`config.mk`:
```
export PLATFORM = sky130hd
export DESIGN_NAME = wb_array_bridge
export DESIGN_NICKNAME = d
export VERILOG_FILES = /design/src/rtl/wb_array_bridge_pkg.sv /design/src/rtl/wb_addr_decode.sv /design/src/rtl/wb_req_capture.sv /design/src/rtl/wb_access_seq.sv /design/src/rtl/wb_array_bridge.sv
export SDC_FILE = /design/constraint.sdc
export NUM_CORES = 1
export LEC_CHECK = 0
export BUFFER_PORTS_ARGS = -buffer_cell sky130_fd_sc_hd__buf_2
export CAP_MARGIN = 0
export CELL_PAD_IN_SITES_DETAIL_PLACEMENT = 1
export CELL_PAD_IN_SITES_GLOBAL_PLACEMENT = 1
export CORE_MARGIN = 1
export CORE_UTILIZATION = 24
export CTS_CLUSTER_DIAMETER = 60
export CTS_CLUSTER_SIZE = 28
export DETAILED_ROUTE_END_ITERATION = 12
export HOLD_SLACK_MARGIN = 0.08
export PLACE_DENSITY_LB_ADDON = 0.25
export SYNTH_ARGS = -nofsm -noshare
export SYNTH_HDL_FRONTEND = slang
export SYNTH_SLANG_ARGS = --single-unit
```
`constraint.sdc`:
```
create_clock -name clk_i -period 2.76 [get_ports clk_i]
set_input_delay 0.138 -clock clk_i [delete_from_list [all_inputs] [get_ports clk_i]]
set_output_delay 0.138 -clock clk_i [all_outputs]
set_load 0.1 [all_outputs]
```
`src/rtl/wb_array_bridge_pkg.sv`:
```
package wb_array_bridge_pkg;

  typedef enum logic [2:0] {
    ACC_NONE = 3'd0,
    ACC_WR   = 3'd1,
    ACC_RD0  = 3'd2,
    ACC_RD1  = 3'd3,
    ACC_CTRL = 3'd4,
    ACC_CFG  = 3'd5
  } acc_kind_e;

endpackage

```
`src/rtl/wb_addr_decode.sv`:
```
module wb_addr_decode
  import wb_array_bridge_pkg::*;
#(
  parameter int unsigned ADDR_W       = 32,
  parameter int unsigned SEL_W        = 4,
  parameter int unsigned IDX_W        = 5,
  parameter int unsigned WIN_W        = 16,
  parameter int unsigned PORT_SEL_BIT = 14,
  parameter logic [ADDR_W-1:0] ARRAY_BASE = 32'h0010_0000,
  parameter logic [ADDR_W-1:0] CTRL_BASE  = 32'h0001_0000,
  parameter logic [ADDR_W-1:0] CFG_BASE   = 32'h0000_0000
) (
  input  logic [ADDR_W-1:0] adr_i,
  input  logic              we_i,
  input  logic [SEL_W-1:0]  sel_i,
  output acc_kind_e         kind_o,
  output logic [IDX_W-1:0]  idx_o
);

  localparam logic [ADDR_W-1:0] ONE       = {{(ADDR_W-1){1'b0}}, 1'b1};
  localparam logic [ADDR_W-1:0] LOW_MASK  = {{(ADDR_W-WIN_W){1'b0}}, {WIN_W{1'b1}}};
  localparam logic [ADDR_W-1:0] IDX_MASK  = {{(ADDR_W-IDX_W){1'b0}}, {IDX_W{1'b1}}};
  localparam logic [ADDR_W-1:0] PORT_MASK = ONE << PORT_SEL_BIT;
  localparam logic [ADDR_W-1:0] PAD_MASK  = LOW_MASK & ~IDX_MASK & ~PORT_MASK;

  logic arr_hit, ctrl_hit, cfg_hit, pad_ok, port_bit;

  assign arr_hit  = (adr_i & ~LOW_MASK) == (ARRAY_BASE & ~LOW_MASK);
  assign ctrl_hit = (adr_i & ~LOW_MASK) == (CTRL_BASE & ~LOW_MASK);
  assign cfg_hit  = (adr_i & ~LOW_MASK) == (CFG_BASE & ~LOW_MASK);
  assign pad_ok   = (adr_i & PAD_MASK) == '0;
  assign port_bit = |(adr_i & PORT_MASK);

  always_comb begin
    kind_o = ACC_NONE;
    if (arr_hit && pad_ok) begin
      if (we_i) begin
        // only full-word writes through the port-0 window reach the array
        if (!port_bit && (&sel_i)) kind_o = ACC_WR;
      end else begin
        kind_o = port_bit ? ACC_RD1 : ACC_RD0;
      end
    end else if (ctrl_hit) begin
      kind_o = ACC_CTRL;
    end else if (cfg_hit) begin
      kind_o = ACC_CFG;
    end
  end

  assign idx_o = adr_i[IDX_W-1:0];

endmodule

```
`src/rtl/wb_req_capture.sv`:
```
module wb_req_capture
  import wb_array_bridge_pkg::*;
#(
  parameter int unsigned IDX_W  = 5,
  parameter int unsigned DATA_W = 32
) (
  input  logic              clk_i,
  input  logic              rst_ni,
  input  logic              take_i,
  input  acc_kind_e         kind_i,
  input  logic [IDX_W-1:0]  idx_i,
  input  logic [DATA_W-1:0] dat_i,
  output acc_kind_e         kind_o,
  output logic [IDX_W-1:0]  idx_o,
  output logic [DATA_W-1:0] dat_o
);

  always_ff @(posedge clk_i or negedge rst_ni) begin
    if (!rst_ni) begin
      kind_o <= ACC_NONE;
      idx_o  <= '0;
      dat_o  <= '0;
    end else if (take_i) begin
      kind_o <= kind_i;
      idx_o  <= idx_i;
      dat_o  <= dat_i;
    end
  end

endmodule

```
`src/rtl/wb_access_seq.sv`:
```
module wb_access_seq
  import wb_array_bridge_pkg::*;
#(
  parameter int unsigned DATA_W     = 32,
  parameter int unsigned RD_ACK_DLY = 3,
  parameter int unsigned WR_ACK_DLY = 2
) (
  input  logic              clk_i,
  input  logic              rst_ni,
  input  logic              req_i,
  input  acc_kind_e         kind_live_i,
  input  acc_kind_e         kind_q_i,
  input  logic [DATA_W-1:0] rd0_dat_i,
  input  logic [DATA_W-1:0] rd1_dat_i,
  output logic              take_o,
  output logic              issue_o,
  output logic              ack_o,
  output logic [DATA_W-1:0] dat_o
);

  localparam int unsigned MAX_DLY = (RD_ACK_DLY > WR_ACK_DLY) ? RD_ACK_DLY : WR_ACK_DLY;
  localparam int unsigned CNT_W   = $clog2(MAX_DLY + 1);

  logic             busy_q;
  logic [CNT_W-1:0] cnt_q;
  logic [CNT_W-1:0] load;
  logic [DATA_W-1:0] rd_sel;

  assign take_o = req_i && !busy_q;

  always_comb begin
    unique case (kind_live_i)
      ACC_WR:           load = CNT_W'(WR_ACK_DLY);
      ACC_RD0, ACC_RD1: load = CNT_W'(RD_ACK_DLY);
      default:          load = CNT_W'(1);
    endcase
  end

  always_comb begin
    unique case (kind_q_i)
      ACC_RD0: rd_sel = rd0_dat_i;
      ACC_RD1: rd_sel = rd1_dat_i;
      default: rd_sel = '0;
    endcase
  end

  always_ff @(posedge clk_i or negedge rst_ni) begin
    if (!rst_ni) begin
      busy_q  <= 1'b0;
      cnt_q   <= '0;
      issue_o <= 1'b0;
      ack_o   <= 1'b0;
      dat_o   <= '0;
    end else begin
      ack_o   <= 1'b0;
      issue_o <= 1'b0;
      if (take_o) begin
        busy_q  <= 1'b1;
        cnt_q   <= load;
        issue_o <= 1'b1;
      end else if (busy_q) begin
        if (cnt_q == CNT_W'(1)) begin
          busy_q <= 1'b0;
          ack_o  <= 1'b1;
          dat_o  <= rd_sel;
        end else begin
          cnt_q <= cnt_q - CNT_W'(1);
        end
      end
    end
  end

endmodule

```
`src/rtl/wb_array_bridge.sv`:
```
module wb_array_bridge
  import wb_array_bridge_pkg::*;
#(
  parameter int unsigned ADDR_W       = 32,
  parameter int unsigned DATA_W       = 32,
  parameter int unsigned SEL_W        = DATA_W / 8,
  parameter int unsigned IDX_W        = 5,
  parameter int unsigned WIN_W        = 16,
  parameter int unsigned PORT_SEL_BIT = 14,
  parameter int unsigned ARR_RD_LAT   = 2,
  parameter int unsigned ARR_WR_LAT   = 2,
  parameter logic [ADDR_W-1:0] ARRAY_BASE = 32'h0010_0000,
  parameter logic [ADDR_W-1:0] CTRL_BASE  = 32'h0001_0000,
  parameter logic [ADDR_W-1:0] CFG_BASE   = 32'h0000_0000
) (
  input  logic              clk_i,
  input  logic              rst_ni,
  input  logic              wb_cyc_i,
  input  logic              wb_stb_i,
  input  logic              wb_we_i,
  input  logic [ADDR_W-1:0] wb_adr_i,
  input  logic [SEL_W-1:0]  wb_sel_i,
  input  logic [DATA_W-1:0] wb_dat_i,
  output logic [DATA_W-1:0] wb_dat_o,
  output logic              wb_ack_o,
  output logic              arr_wr_en_o,
  output logic [IDX_W-1:0]  arr_wr_idx_o,
  output logic [DATA_W-1:0] arr_wr_dat_o,
  output logic              arr_rd0_en_o,
  output logic [IDX_W-1:0]  arr_rd0_idx_o,
  input  logic [DATA_W-1:0] arr_rd0_dat_i,
  output logic              arr_rd1_en_o,
  output logic [IDX_W-1:0]  arr_rd1_idx_o,
  input  logic [DATA_W-1:0] arr_rd1_dat_i
);

  // read ack one edge after array output register, write ack on commit edge
  localparam int unsigned RD_ACK_DLY = ARR_RD_LAT + 1;
  localparam int unsigned WR_ACK_DLY = ARR_WR_LAT;

  acc_kind_e         kind_live, kind_q;
  logic [IDX_W-1:0]  idx_live, idx_q;
  logic [DATA_W-1:0] dat_q;
  logic              take, issue;

  wb_addr_decode #(
    .ADDR_W(ADDR_W), .SEL_W(SEL_W), .IDX_W(IDX_W), .WIN_W(WIN_W),
    .PORT_SEL_BIT(PORT_SEL_BIT), .ARRAY_BASE(ARRAY_BASE),
    .CTRL_BASE(CTRL_BASE), .CFG_BASE(CFG_BASE)
  ) u_dec (
    .adr_i (wb_adr_i),
    .we_i  (wb_we_i),
    .sel_i (wb_sel_i),
    .kind_o(kind_live),
    .idx_o (idx_live)
  );

  wb_req_capture #(.IDX_W(IDX_W), .DATA_W(DATA_W)) u_cap (
    .clk_i (clk_i),
    .rst_ni(rst_ni),
    .take_i(take),
    .kind_i(kind_live),
    .idx_i (idx_live),
    .dat_i (wb_dat_i),
    .kind_o(kind_q),
    .idx_o (idx_q),
    .dat_o (dat_q)
  );

  wb_access_seq #(
    .DATA_W(DATA_W), .RD_ACK_DLY(RD_ACK_DLY), .WR_ACK_DLY(WR_ACK_DLY)
  ) u_seq (
    .clk_i      (clk_i),
    .rst_ni     (rst_ni),
    .req_i      (wb_cyc_i && wb_stb_i),
    .kind_live_i(kind_live),
    .kind_q_i   (kind_q),
    .rd0_dat_i  (arr_rd0_dat_i),
    .rd1_dat_i  (arr_rd1_dat_i),
    .take_o     (take),
    .issue_o    (issue),
    .ack_o      (wb_ack_o),
    .dat_o      (wb_dat_o)
  );

  assign arr_wr_en_o   = issue && (kind_q == ACC_WR);
  assign arr_rd0_en_o  = issue && (kind_q == ACC_RD0);
  assign arr_rd1_en_o  = issue && (kind_q == ACC_RD1);
  assign arr_wr_idx_o  = idx_q;
  assign arr_rd0_idx_o = idx_q;
  assign arr_rd1_idx_o = idx_q;
  assign arr_wr_dat_o  = dat_q;

endmodule

```
# Word-level counts from Yosys, hierarchy flattened
# Cells that the tools add are included.
# word_totals
latch_bits,0
output_inout_bits,83
ram_bits,0
in_bits,137
register_bits,77
elab_cells,54
memories,0
rom_bits,0
# classes
n_eq_ne,10
div,0
shift,0
n_mux,18
reduce_logical,16
mul,0
add_sub_neg,1
n_bitwise,1
magnitude_cmp,0
# ops
op,count
logical NOT 32 bit,2
one-hot mux 32 bit (2 select lines),1
"equality test 16 x 1 -> 1 bit, second input constant",1
"equality test 16 x 5 -> 1 bit, second input constant",1
"equality test 3 x 2 -> 1 bit, second input constant",4
two-way mux 3 bit,4
two-way mux 1 bit,9
logical AND 1 bit,7
"equality test 3 x 1 -> 1 bit, second input constant",2
two-way mux 2 bit,3
one-hot mux 2 bit (2 select lines),1
AND reduction 4 bit,1
AND reduction 3 bit,1
"equality test 2 x 1 -> 1 bit, second input constant",1
logical NOT 1 bit,2
"inequality test 2 bit, second input constant",1
AND reduction 2 bit,1
nonzero test 2 bit,1
OR reduction 2 bit,1
"subtractor 2 x 1 -> 2 bit, second input constant",1
NOT 1 bit,1

# Logic depth before layout (Yosys ltp)
# Gate-level depths: netlist of the first run.
# depth
depth_word,9
mapped_depth,7
ltp_nobuf,6

# Cells and area by module
# A second synthesis of the first run with hierarchy kept.
# unflattened
cells_unflattened,281
hier_area_um2,3509.6
# modules_own_cells
mod,seq_area_each_um2,n_inst,area_per_inst_um2,cells_each
wb_access_seq,925.9,1,1725.4,159
wb_req_capture,1001.0,1,1496.4,84
wb_addr_decode,0.0,1,170.2,24
wb_array_bridge,0.0,1,117.6,14

# Worst setup path after synthesis of the first run
# Ideal clock, no wire load.
# synth_timing
kind,register to output
start,register u_cap.kind_o[0]
end,output arr_wr_en_o
path_stages_with_launch,3
arrival_time_ns,2.531
path_buffers,0
required_ns,2.622
path_slack_ns,0.091
path_cell_list,dfrtp_1 -> nand2_1 -> nor3_1
# synth_between
elab_chain_cells,2
# synth_lines
element,line_no,text
from (decl),wb_req_capture.sv:13,"output acc_kind_e kind_o,"
from (signal assigned),wb_req_capture.sv:24,kind_o <= kind_i;
equality test 3 x 1 -> 1 bit,wb_array_bridge.sv:86,assign arr_wr_en_o = issue && (kind_q == ACC_WR);
logical AND 1 bit,wb_array_bridge.sv:86,
to (decl),wb_array_bridge.sv:26,"output logic arr_wr_en_o,"
# No other way between the ends.

# Final worst setup path of the first run
# layout_timing
start,register u_cap.kind_o[2]
end,output arr_rd0_en_o
# layout_between
elab_chain_cells,2
# layout_lines
element,line_no,text
equality test 3 x 2 -> 1 bit,wb_array_bridge.sv:87,assign arr_rd0_en_o = issue && (kind_q == ACC_RD0);
logical AND 1 bit,wb_array_bridge.sv:87,
to (decl),wb_array_bridge.sv:29,"output logic arr_rd0_en_o,"
# No other way between the ends.

==> results of run 1 <==
-- worst max-delay path, delay by kind of cell, from the launching register on --
family,cells,cell delay [ns]
buf+inv,2,0.77
simple gates,3,0.44
flops,1,0.39
-- area by class of cell --
cell class / count / area, um^2 / share of cell area [%]
flip-flops and latches: 77 / 1930 / 37.0
repair buffers: 261 / 1510 / 29.0
multi-input cells: 248 / 1250 / 24.0
clock buffers: 13 / 260 / 5.00
well taps: 180 / 225 / 4.33
clock inverters: 3 / 18.8 / 0.361
inverters: 4 / 15.0 / 0.289
-- cells by family after synthesis --
| logic type | share of synthesized area (%) |
|---|---|
| xor+xnor | 0.257 |
| flops | 56.5 |
| simple gates | 22.1 |
| fa+ha+maj | 0.367 |
| compound gates | 13.5 |
| buf+inv | 6.90 |
| mux | 0.294 |
-- path summary, 6_finish.rpt --
| path | end | slack, ns |
|---|---|---|
| min | u_seq.dat_o[29] | 0.12 |
| max | arr_rd0_en_o | 0.69 |
| min reg2reg | u_cap.dat_o[14] | 0.47 |
| max reg2reg | u_seq.dat_o[16] | 1.08 |
| max in group asynchronous | u_cap.kind_o[1] | 1.59 |
| min in group asynchronous | u_seq.ack_o | 0.53 |
-- per-stage QoR --
step                      hold WS, ns  power, mW
after CTS                       0.105       7.09
after global routing            0.124       7.32
after floorplan                -0.158       5.22
final                           0.116       7.00
after detailed placement        0.334       5.91
after global placement          0.330       5.85
-- routing by layer --
layer / up-vias / routed length (um) / global-route usage (%)
li1: 1672 / - / -
met1: 1600 / 4410 / 17.0
met2: 149 / 5680 / 28.0
met3: 22 / 755 / 3.95
met4: 0 / 282 / 7.41
met5: - / 0 / 0
-- power breakdown --
part | internal (mW) | switching, mW
registers | 1.51 | 0.196
logic | 0.586 | 3.61
clock network | 0.658 | 0.440
-- flip-flops by register name, indices dropped and copies added, names as in the netlist --
signal and cells:
u_seq.cnt_q 2, u_seq.ack_o 1, u_seq.dat_o 32, u_cap.idx_o 5, u_seq.issue_o 1, u_seq.busy_q 1, u_cap.dat_o 32, u_cap.kind_o 3
-- placed cells by master, fill, tap and decap left out, types with 2 or more instances in the layout --
cell type      instances
a21oi_1               32
a22o_1                 2
a22oi_1               33
buf_2                218
buf_4                  5
clkbuf_1               2
clkbuf_16              9
clkbuf_8               2
clkinv_2               2
dfrtp_1               77
dlygate4sd3_1         38
inv_1                  2
inv_2                  2
nand2_1              115
nand4_1                2
nor2_1                36
nor2_4                 2
nor3_1                 5
nor4_2                 2
==> flow_summary.ini, run 1 <==
[placement]
globalplace.congestion = 0.688
place_area_mm2 = 0.00454
post-place-ws_ns = 1.01
place_inst = 732
io_buffer_count = 219
hpwlAfterDp_mm = 7.64

[routing]
avgRoutedWirePerCell_um = 14.2
totalWireLength_mm = 11.1
detail_route.drc_violations = 2
first_pass_iters = 8
drtIter0Drc = 112
route.vias.total = 3443
postRouteAntennaNets = 0
routed_via_density = 4.38

[final_layout]
instances_no_fill = 786
drive_gt1_share_pct = 41.1
antenna_cells = 0
syn2layout_area_growth_pct = 52.6
fin_nets = 739
fillers = 1688
final_area_mm2 = 0.00520
fin_util_pct = 37.5

[setup_path]
crit_slowest_cell = buf_2
crit_path_end_kind = output port
cp_data_required_time_ns = 2.62
worstPathArrival_ns = 1.93
r2r-start = u_seq.cnt_q[1]
crit_start = u_cap.kind_o[2]
crit_type = register to output port
startpoint_type = register
crit_chain = nand2b_4 > nor2_4 > buf_4 > and2_1 > buf_2
critical_path.max_stage_delay_ns = 0.42
r2r_cells = 6
crit_fanout = 33

[min_path]
hp-start = arr_rd1_dat_i[29]
hold_path.class = input port to register
whs_path_depth = 3

[clocking]
clockBufferDepth = 2
clk_pin_slew_ns = 0.06
cts_setup_buffers = 0
cts_root_buffer = clkbuf_16
cts-buffers-inserted = 9
htree_levels = 3
clock_sinks = 77
holdBufCountCts = 38
insertion_delay_ns = 0.33
cts.repair.resized = 0
cts_tree = built

[floorplanning]
core_mm2 = 0.0139
start_util_pct = 24.6
die_area_mm2 = 0.0147
die_h_um = 121
pin_count = 220
row_count = 43
die_x_um = 121

[timing]
clock.fmax_ghz = 0.483
timing.final.crit_period_ns = 2.07
tightest_slew_ns = 1.01
slew-limit-headroom_pct = 32.9
fin_tns_setup_ns = 0
rsz0062_at_grt = false
setup_viol = 0
hold_viol = 0
fin_ws_ns = 0.688
skew_ns = 0.00446
fin_crit_sh_pct = 75.1
finalMaxSlewViolations = 0

[global_route]
grt_max_degree = 78
grt_pass1_vias = 3641
antenna_found_initial = 0
grt_usage_pct = 15.6
grt_pass1_wl_mm = 17.4
overflow = 0

[synth]
ys_warn_count = 0
synth_area_per_cell_um2 = 9.44
synthTopCellsByArea = dfrtp_1, nand2_1, a22oi_1
synth_cell_types = 33
synth-edff-count = 0
ys_top_cells_by_count = nand2_1, dfrtp_1, nor2_1, a22oi_1, a21oi_1
yosysMostFrequentCell = nand2_1
syn_area_mm2 = 0.00341
synth_cells = 361
synth-seq-area-share_pct = 56.5
synth_top_cell_by_area = dfrtp_1
ys.flop_type = dfrtp_1
ys_seq_elements = 77
synthArstFlopShare_pct = 100
synth_top_cell_area_share_pct = 56.5
synth_fp_nets = 499

[outcome]
status = finished, violations left
violations = design-rule violations

[power]
power.density_mw_per_mm2 = 1350
vdd_drop_max_mv = 0.488
p_leak_nw = 2.68

[run]
maxCapViolations = 0
Note: power is estimated with default switching activity, not from simulation.
==> run 2, diff against run 1 <==
--- a/config.mk
+++ b/config.mk
@@ -5,6 +5,7 @@
 export SDC_FILE = /design/constraint.sdc
 export NUM_CORES = 1
 export LEC_CHECK = 0
+export ABC_AREA = 1
 export BUFFER_PORTS_ARGS = -buffer_cell sky130_fd_sc_hd__buf_2
 export CAP_MARGIN = 0
 export CELL_PAD_IN_SITES_DETAIL_PLACEMENT = 1
==> constraint.sdc (replaced) <==
create_clock -name clk_i -period 2.1 [get_ports clk_i]
set_input_delay 0.105 -clock clk_i [delete_from_list [all_inputs] [get_ports clk_i]]
set_output_delay 0.105 -clock clk_i [all_outputs]
set_load 0.1 [all_outputs]
==> run 2 against run 1 <==
  * The flow now finishes without violations
  * First-iteration DRC count increased by 21%
  * Cell count grew 22%
  * Final area rose by 24%
  * Largest cell class is now buffers
==> flow_summary.ini, run 2 <==
[placement]
globalplace.congestion = 0.741
hpwlAfterDp_mm = 8.92
io_buffer_count = 219
post-place-ws_ns = 0.611

[floorplanning]
start_util_pct = 24.5
core_mm2 = 0.0158
die_area_mm2 = 0.0167
die_x_um = 129
row_count = 46
die_h_um = 129
pin_count = 220

[final_layout]
fin_nets = 874
final_cell_mix = buf_2, nand2_1, dlygate4sd3_1
syn2layout_area_growth_pct = 66.5
largestRegisters = u_cap.dat_o (32), u_seq.dat_o (32), u_cap.idx_o (5)
final_common_cell = buf_2
drive_gt1_share_pct = 39.9
fillers = 1900
fin_util_pct = 40.8
antenna_cells = 0

[timing]
setup_viol = 0
rsz0062_at_grt = false
fin_ws_ns = 0.178
timing.final.crit_period_ns = 1.92
hold_viol = 0
skew_ns = 0.00590
fin_tns_setup_ns = 0
finalMaxSlewViolations = 0
slew-limit-headroom_pct = 66.1
fin_crit_sh_pct = 91.5
tightest_slew_ns = 0.512
clock.fmax_ghz = 0.520

[synth]
syn_area_mm2 = 0.00388
yosysMostFrequentCell = nand2_1
synthArstFlopShare_pct = 100
synth_top_cell_by_area = dfrtp_1
synth_top_cell_area_share_pct = 49.7
synthTopCellsByArea = dfrtp_1, nand2_1, nand4_1
ys_seq_elements = 77
synth_cell_types = 29
ys.flop_type = dfrtp_1
ys_top_cells_by_count = nand2_1, dfrtp_1, nand4_1, nor2_1, nor2_2
ys_warn_count = 0
synth-edff-count = 0
synth_fp_nets = 579
synth-seq-area-share_pct = 49.7
synth_cells = 441
synth_area_per_cell_um2 = 8.80

[routing]
first_pass_iters = 4
totalWireLength_mm = 14.1
avgRoutedWirePerCell_um = 14.8
detail_route.drc_violations = 0
routed_via_density = 4.52
drtIter0Drc = 135
postRouteAntennaNets = 0
route.vias.total = 4329

[clocking]
htree_levels = 3
insertion_delay_ns = 0.34
cts-buffers-inserted = 9
cts_tree = built
cts_setup_buffers = 0
clockBufferDepth = 2
clock_sinks = 77
cts_root_buffer = clkbuf_16
clk_pin_slew_ns = 0.06

[setup_path]
cp_data_required_time_ns = 2.38
r2r_cells = 5
crit_fanout = 48
crit_start = u_cap.kind_o[2]
worstReg2RegEnd = u_seq.dat_o[16]
r2r-start = u_cap.kind_o[2]
crit_path_end_kind = register
crit_type = register to register
r2r_setup_slack_ns = 0.18
cp-endpoint = u_seq.dat_o[16]
startpoint_type = register
worstPathArrival_ns = 2.20

[global_route]
grt_pass1_vias = 4538
grt_max_degree = 66
grt_usage_pct = 17.0
overflow = 0
grt_pass1_wl_mm = 22.4
antenna_found_initial = 0

[run]
maxCapViolations = 0

[outcome]
status = complete, no violations

[min_path]
hold_path.class = input port to register
-- run 2: cell count changes after synthesis, sizes merged, moves of 2 or more --
cell,previous run,this run
a22o,2,0
clkbuf,3,12
and2,2,0
nor2,39,54
nand3,1,5
nor3,5,0
inv,4,13
a22oi,33,0
nor4,4,1
nand4,2,65
buf,29,35
nand2,115,133
a21oi,32,5
a31oi,0,32
-- run 2: metal layers --
layer	GRT usage (%)	up-vias	share of wire, %
li1	-	2086	-
met1	20.5	2066	43
met2	30.0	161	50
met3	3.67	16	5.7
met4	5.88	0	1.3
met5	0	-	0
-- run 2: worst max-delay path, cell delays in order (launching register included) --
cell and delay, ns:
dfrtp_1 0.42, clkinv_2 0.24, buf_12 0.26, nand4_1 0.13, a31oi_2 0.19, dlygate4sd3_1 0.58
-- run 2: layout make-up --
class | instances | area, um^2 | area share (%)
repair buffers | 331 | 2300 | 35.6
flip-flops and latches | 77 | 1930 | 29.9
multi-input cells | 303 | 1630 | 25.2
well taps | 216 | 270 | 4.18
clock buffers | 10 | 239 | 3.70
inverters | 14 | 55.1 | 0.852
clock inverters | 6 | 38.8 | 0.601
-- run 2: kinds of logic after synthesis --
group	synth area share (%)
AND/OR/NAND/NOR	31.7
flip-flops	49.7
buffers and inverters	8.87
AO/OA/AOI/OAI	9.39
adder cells (fa/ha/maj)	0.323
-- run 2: worst min-delay path by stage --
stage / from / end / cells past startpoint
after floorplan: rst_ni / u_cap.dat_o[0] / 0
after global placement: rst_ni / u_seq.dat_o[1] / 1
after detailed placement: rst_ni / u_seq.dat_o[1] / 1
after CTS: wb_we_i / u_cap.kind_o[1] / 4
after global routing: wb_we_i / u_cap.kind_o[1] / 4
final: wb_we_i / u_cap.kind_o[1] / 4
-- run 2: timing repair --
action / 4_1_cts / 5_1_grt
endpoints found under the hold margin: 96 / 0
hold buffers: 102 / 0
setup endpoints to repair: 0 / 7
gates resized for setup: 0 / 2
-- run 2: stage by stage --
stage | cells | hold WS (ns) | area [um^2]
floorplan | 441 | -0.191 | 3900
global placement | 838 | 0.0712 | 5130
detailed placement | 838 | 0.0746 | 5130
CTS | 956 | 0.110 | 6420
global route | 957 | 0.135 | 6460
finish | 957 | 0.120 | 6460
Power of run 2 is not shown: default switching activity piles up to over one toggle a cycle in this logic, so the estimate is an artifact.
